### src/rtl/gpio_pkg.sv
package gpio_pkg;
  localparam int ADDR_W = 2;
  typedef enum logic [ADDR_W-1:0] {
    SEL_DATA = 2'd0,
    SEL_DIR  = 2'd1
  } reg_sel_e;

  // pad output enable for one pin: takeover wins, else direction bit
  function automatic logic pin_oe(input logic dir_b, input logic take_b);
    return dir_b | take_b;
  endfunction

  // pad output value for one pin
  function automatic logic pin_val(input logic latch_b, input logic take_b,
                                   input logic per_b);
    return take_b ? per_b : latch_b;
  endfunction
endpackage

### src/rtl/gpio_sync.sv
module gpio_sync #(
  parameter int W = 8
) (
  input  logic         clk,
  input  logic [W-1:0] d,
  output logic [W-1:0] q
);
  logic [W-1:0] meta_q;
  logic [W-1:0] sync_q;

  always_ff @(posedge clk) begin
    meta_q <= d;
    sync_q <= meta_q;
  end

  assign q = sync_q;
endmodule

### src/rtl/gpio_regs.sv
module gpio_regs
  import gpio_pkg::*;
#(
  parameter int W = 8
) (
  input  logic              clk,
  input  logic              rst_n,
  input  logic [ADDR_W-1:0] addr,
  input  logic              wr,
  input  logic [W-1:0]      wdata,
  input  logic [W-1:0]      level,
  output logic [W-1:0]      rdata,
  output logic [W-1:0]      latch,
  output logic [W-1:0]      dir
);
  logic [W-1:0] latch_q;
  logic [W-1:0] dir_q;
  logic         wr_data;
  logic         wr_dir;

  assign wr_data = wr && (addr == SEL_DATA);
  assign wr_dir  = wr && (addr == SEL_DIR);

  // output latch: no reset term on purpose
  always_ff @(posedge clk) begin
    if (wr_data) latch_q <= wdata;
  end

  always_ff @(posedge clk) begin
    if (!rst_n)      dir_q <= '0;
    else if (wr_dir) dir_q <= wdata;
  end

  always_comb begin
    case (addr)
      SEL_DATA: rdata = level;
      SEL_DIR:  rdata = dir_q;
      default:  rdata = '0;
    endcase
  end

  assign latch = latch_q;
  assign dir   = dir_q;

  assert_dir_reset_R1: assert property (@(posedge clk)
    !rst_n |=> dir_q == '0);
  assert_latch_load_R4: assert property (@(posedge clk) disable iff (!rst_n)
    wr_data |=> latch_q == $past(wdata));
  assert_dir_load_R9: assert property (@(posedge clk) disable iff (!rst_n)
    wr_dir |=> dir_q == $past(wdata));
  assert_unmapped_zero_R10: assert property (@(posedge clk) disable iff (!rst_n)
    (addr > SEL_DIR) |-> rdata == '0);
endmodule

### src/rtl/gpio_pinmux.sv
module gpio_pinmux
  import gpio_pkg::*;
#(
  parameter int W = 8
) (
  input  logic [W-1:0] latch,
  input  logic [W-1:0] dir,
  input  logic [W-1:0] take,
  input  logic [W-1:0] per_val,
  output logic [W-1:0] oe,
  output logic [W-1:0] val
);
  for (genvar i = 0; i < W; i++) begin : g_pin
    assign oe[i]  = pin_oe(dir[i], take[i]);
    assign val[i] = pin_val(latch[i], take[i], per_val[i]);
  end
endmodule

### src/rtl/gpio_port.sv
module gpio_port
  import gpio_pkg::*;
#(
  parameter int W = 8
) (
  input  logic              clk,
  input  logic              rst_n,
  input  logic [ADDR_W-1:0] bus_addr,
  input  logic              bus_wr,
  input  logic [W-1:0]      bus_wdata,
  output logic [W-1:0]      bus_rdata,
  input  logic [W-1:0]      pad_in,
  output logic [W-1:0]      pad_out,
  output logic [W-1:0]      pad_oe,
  input  logic [W-1:0]      per_oe,
  input  logic [W-1:0]      per_out,
  output logic [W-1:0]      per_in
);
  logic [W-1:0] level;
  logic [W-1:0] latch;
  logic [W-1:0] dir;
  logic [1:0]   warm_q;   // edges since reset, saturating, for checks

  gpio_sync #(.W(W)) u_sync (
    .clk (clk),
    .d   (pad_in),
    .q   (level)
  );

  gpio_regs #(.W(W)) u_regs (
    .clk   (clk),
    .rst_n (rst_n),
    .addr  (bus_addr),
    .wr    (bus_wr),
    .wdata (bus_wdata),
    .level (level),
    .rdata (bus_rdata),
    .latch (latch),
    .dir   (dir)
  );

  gpio_pinmux #(.W(W)) u_mux (
    .latch   (latch),
    .dir     (dir),
    .take    (per_oe),
    .per_val (per_out),
    .oe      (pad_oe),
    .val     (pad_out)
  );

  assign per_in = level;

  always_ff @(posedge clk) begin
    if (!rst_n)            warm_q <= '0;
    else if (warm_q != 2'd2) warm_q <= warm_q + 2'd1;
  end

  assert_takeover_R6: assert property (@(posedge clk) disable iff (!rst_n)
    ((pad_oe & per_oe) == per_oe) && ((pad_out & per_oe) == (per_out & per_oe)));
  assert_float_R3: assert property (@(posedge clk) disable iff (!rst_n)
    (pad_oe & ~dir & ~per_oe) == '0);
  assert_sync_lat_R7: assert property (@(posedge clk) disable iff (!rst_n)
    (warm_q == 2'd2) |-> per_in == $past(pad_in, 2));
endmodule

### config.mk
export PLATFORM = sky130hd
export DESIGN_NAME = gpio_port
export DESIGN_NICKNAME = d
export VERILOG_FILES = /design/src/rtl/gpio_pkg.sv /design/src/rtl/gpio_sync.sv /design/src/rtl/gpio_regs.sv /design/src/rtl/gpio_pinmux.sv /design/src/rtl/gpio_port.sv
export SDC_FILE = /design/constraint.sdc
export NUM_CORES = 1
export LEC_CHECK = 0
export BUFFER_PORTS_ARGS = -buffer_cell sky130_fd_sc_hd__clkbuf_2
export CAP_MARGIN = 20
export CORE_ASPECT_RATIO = 2
export CORE_UTILIZATION = 42
export DETAILED_ROUTE_END_ITERATION = 7
export GPL_TIMING_DRIVEN = 0
export PLACE_DENSITY = 0.78
export SKIP_CTS_REPAIR_TIMING = 1
export SLEW_MARGIN = 20
export SYNTH_ARGS = -nofsm -noshare
export SYNTH_HDL_FRONTEND = slang
export SYNTH_SLANG_ARGS = --single-unit
### constraint.sdc
create_clock -name clk -period 1.7 [get_ports clk]
set_input_delay 0.34 -clock clk [delete_from_list [all_inputs] [get_ports clk]]
set_output_delay 0.34 -clock clk [all_outputs]
set_load 0.01 [all_outputs]
# --- Word-level counts from Yosys, hierarchy flattened ---
# Index checks and enable logic that the tools add are counted.
# W data, S select, Z words.
classes:
  multipliers: 0
  n_eq_ne: 1
  n_mux: 9
  addsub: 0
  div_mod_pow: 0
  n_reduce_logical: 3
  order_cmp: 0
  n_bitwise: 8
  n_shift: 0
op_table:
  columns: ["operator", "count"]
  rows:
  - ["$pmux W8 S2", 1]
  - ["$mux W1", 8]
  - ["$or A1 B1 Y1", 8]
  - ["$eq A2 B1 Y1 const B", 1]
  - ["$logic_and A1 B1 Y1", 2]
  - ["$logic_not A2 Y1", 1]
totals:
  elab_cells: 25
  ram_bits: 0
  regBits: 32
  romBits: 0
  out_inout_bits: 32
  input_bits: 37
  latchBits: 0
  n_memories: 0

# --- Longest topological paths before layout ---
logic_depth:
  ltp_word: 2
  ltp_mapped: 4
  mapped_depth_nobuf: 2

# --- Hierarchy ---
# A second synthesis with hierarchy kept.
unflattened:
  cells_unflattened: 95
  area_unflattened_um2: 1201.2
by_module_without_submodules:
  columns: ["mod", "cells_per_inst", "seq_area_each_um2", "area_per_inst_um2", "instances"]
  rows:
  - ["gpio_regs", 63, 400.4, 710.7, 1]
  - ["gpio_sync", 16, 320.3, 320.3, 1]
  - ["gpio_pinmux", 16, 0.0, 170.2, 1]

# --- Worst setup path before layout ---
# Ideal clock, no wire load.
synth_path:
  path_kind: "in2reg"
  start: "input bus_addr[0]"
  end: "register u_regs.latch_q[0] (netlist: u_regs.latch[0]), enable pin"
  stages: 2
  arrival_ns: 1.165
  n_path_buf: 1
  required_time_ns: 1.315
  setup_slack_ns: 0.149
  setup_time_ns: 0.385
  cell_sequence: "buf_6 nor3b_1"
synth_between:
  elab_chain_cells: 2
synth_lines:
  columns: ["element", "line", "source"]
  rows:
  - ["start, declared", "gpio_port.sv:8", "input logic [ADDR_W-1:0] bus_addr,"]
  - ["$logic_not A2 Y1", "gpio_regs.sv:21", "assign wr_data = wr && (addr == SEL_DATA);"]
  - ["$logic_and A1 B1 Y1", "gpio_regs.sv:21", null]
  - ["via u_regs.wr_data", "gpio_regs.sv:18", "logic wr_data;"]
  - ["end signal, assigned", "gpio_regs.sv:26", "if (wr_data) latch_q <= wdata;"]
  - ["end, declared", "gpio_regs.sv:16", "logic [W-1:0] latch_q;"]
# The timed path passes the listed nets, and every way through them passes these cells.
# A chain may end at the register's enable or synchronous reset.

# --- Worst setup path in the final report ---
layout_path:
  start: "register u_regs.latch_q[0] (netlist: u_regs.latch[0])"
  end: "output pad_out[0]"
layout_between:
  elab_chain_cells: 1
layout_lines:
  columns: ["element", "line", "source"]
  rows:
  - ["$mux W1", "gpio_pkg.sv:16", "return take_b ? per_b : latch_b;"]
  - ["end, declared", "gpio_port.sv:13", "output logic [W-1:0] pad_out,"]
# Every way passes these cells.

==> results by group <==
Synthesis
  • Syn avg cell area: around 12 sq um
  • Synth Register Bits: 32
  • Syn Std Cell Area: roughly 0.0012 sq mm
  • Ys Warns: 0
  • Synthesized Nets: approximately 130
  • Netlist cell types: 12
  • Post-synthesis sequential area ratio: 0.615
  • Syn Inst Count: 95

Place
  • GP Congestion: ~0.73
  • IO Port Bufs: 65
  • HPWL Detailed: just over 2000 um

Clock network
  • Worst-skew pair later-pin latency: ~0.28 ns
  • CTS clk-pin slew, worst paths: about 0.060 ns
  • H-tree depth: 2
  • TritonCTS buffer count: 5
  • Clock sink count: 32
  • Clock buffer depth: 2
  • CTS tree: done
  • Clock Root Buffer: clkbuf_8

Floorplanning
  • Row cnt: 26
  • Core area: approximately 0.0026 sq mm
  • Die area: 0.00302 sq mm
  • DIE WIDTH: between 30 and 40 um
  • Initial Utilization: 0.450
  • Num ports: 69
  • Die Ht: roughly 77 um

STA
  • # setup viols final: 0
  • Slew Limit Fails: 0
  • Setup Skew: 0.00805 ns
  • Min Tclk post-route: 1.42 ns
  • Period utilization: 0.833
  • Worst Hold Slack: between 0.15 and 0.2 ns
  • Max Fclk: 707 MHz
  • Setup TNS: 0 ns
  • RSZ-0062 raised after global routing: no
  • Least-Margin Pin Slew: between 0.7 and 0.8 ns
  • Max-slew headroom: 0.503
  • Final hold viol count: 0

Critical path
  • Crit path DAT: approximately 1.1 ns
  • Crit-path max cell delay: approximately 0.4 ns
  • Crit path max fanout: 1
  • Critical Path RT: 1.36 ns
  • WS Path Type: flop to output port
  • Startpoint types: flop
  • Critical Path Sink Type: output port
  • R2R depth: 2
  • Crit path cell chain: mux2_2 -> clkbuf_2
  • Reg2reg setup slack: between 1 and 1.5 ns
  • Capturing point of the worst reg2reg path: u_regs.dir[6]
  • Crit Reg-Reg Startpoint: u_regs.dir[6]
  • CP max-delay cell: edfxtp_1

Power
  • Static Leakage: slightly below 0.8 nW
  • PwrDens: between 900 and 1000 mW/mm^2
  • VDD IR max: roughly 670 uV

Layout
  • Layout cells sized above 1: 0.551
  • Commonest non-fill, non-tap cells in the layout: clkbuf_2 (66), dfxtp_1 (24), mux2i_1 (16), nand2_1 (16)
  • Synth-to-Final Area Change: 37.7%
  • # diodes: 0
  • Nets: 204
  • Commonest non-fill, non-tap cell in the layout: clkbuf_2

Route
  • # DRC: 0
  • Detailed Route Iter0 Violations: 13
  • Post-route ant nets: 0
  • DRT Wirelength: approximately 2700 um
  • Mean routed wirelength per cell: 13.8 um
  • DR vias: 956
  • Vias per cell: a little under 5
  • 1st-pass router iterations: 4

Global routing
  • Initial antenna violation count: 0
  • Pin count of the biggest net entering global routing: 11
  • First-pass GRT wire length: a little under 4000 um
  • Vias in the first global route: between 900 and 1000
  • Total gr overflow: 0
  • All-Layer GR Usage: 0.195

Min path
  • Hold WC Path Type: primary input to flop
  • Hold_sp: pad_in[7]
  • Hold path depth: 1
  • Hold EP: u_sync.meta_q[7]

Run status
  • Outcome: finished clean

Run
  • Max-Cap Viols: 0
how the worst max path moves through the flow:
stage	start	endpoint	slack (ns)	cells after the start
after detailed placement	bus_addr[0]	u_regs.latch[4]	0.21	2
after CTS	u_regs.latch[0]	pad_out[0]	0.29	2
after global routing	u_regs.latch[0]	pad_out[0]	0.25	2
final	u_regs.latch[0]	pad_out[0]	0.28	2
after global placement	bus_addr[0]	u_regs.latch[3]	-0.30	2
after floorplan	bus_addr[0]	u_regs.latch[0]	0.15	2
Yosys cell counts (all sizes together):
cell	number	area [sq um]
buf	4	38.8
edfxtp	8	240
nand2	16	60.1
mux2	8	90.1
nor3b	1	7.51
clkbuf	1	5.00
or2	8	50.1
nor2	8	30.0
dfxtp	24	480
and3b	1	8.76
mux2i	16	160
flip-flops by register name, summed over array words and instances, names as in the netlist:
register and flops:
u_sync.q 8, u_regs.dir 8, u_sync.meta_q 8, u_regs.latch 8
through the flow:
step | instance area [sq um] | utilization | power (mW) | cells | setup WS (ns)
3_5_place_dp | 1540 | 0.590 | 1.05 | 188 | 0.209
4_1_cts | 1610 | 0.620 | 1.57 | 195 | 0.285
2_1_floorplan | 1170 | - | 0.947 | 95 | 0.149
5_1_grt | 1610 | 0.620 | 1.63 | 195 | 0.255
6_report | 1610 | 0.620 | 1.56 | 195 | 0.285
3_3_place_gp | 1530 | 0.588 | 1.04 | 188 | -0.300
worst max-delay path: cells and delay by family (launching register included):
kind | cells | cell delay, ns
DFF | 1 | 0.40
muxes | 1 | 0.28
buffers and inverters | 1 | 0.12
cells by family after synthesis:
logic type	synth area share
buffers and inverters	0.0374
muxes	0.214
and+or+nand+nor	0.134
DFF	0.615
metal layers:
layer,up-vias,track usage,wire [um]
li1,462,-,-
met1,442,0.187,897
met2,44,0.330,1580
met3,8,0.0549,149
met4,0,0.128,63
met5,-,0,0
final cells by class:
class,instances,area (sq um)
well taps,28,35.0
plain buffers,5,43.8
multi-input cells,58,412
clock buffers,5,68.8
repair buffers,65,325
flip-flops and latches,32,721
fillers,232,990
clock inverters,2,7.51
report_power, final:
part,internal [mW],switching [mW]
registers,0.817,0.0145
clock network,0.270,0.258
logic,0.104,0.0950
total,1.19,0.367
(Power assumes the default switching activity.)
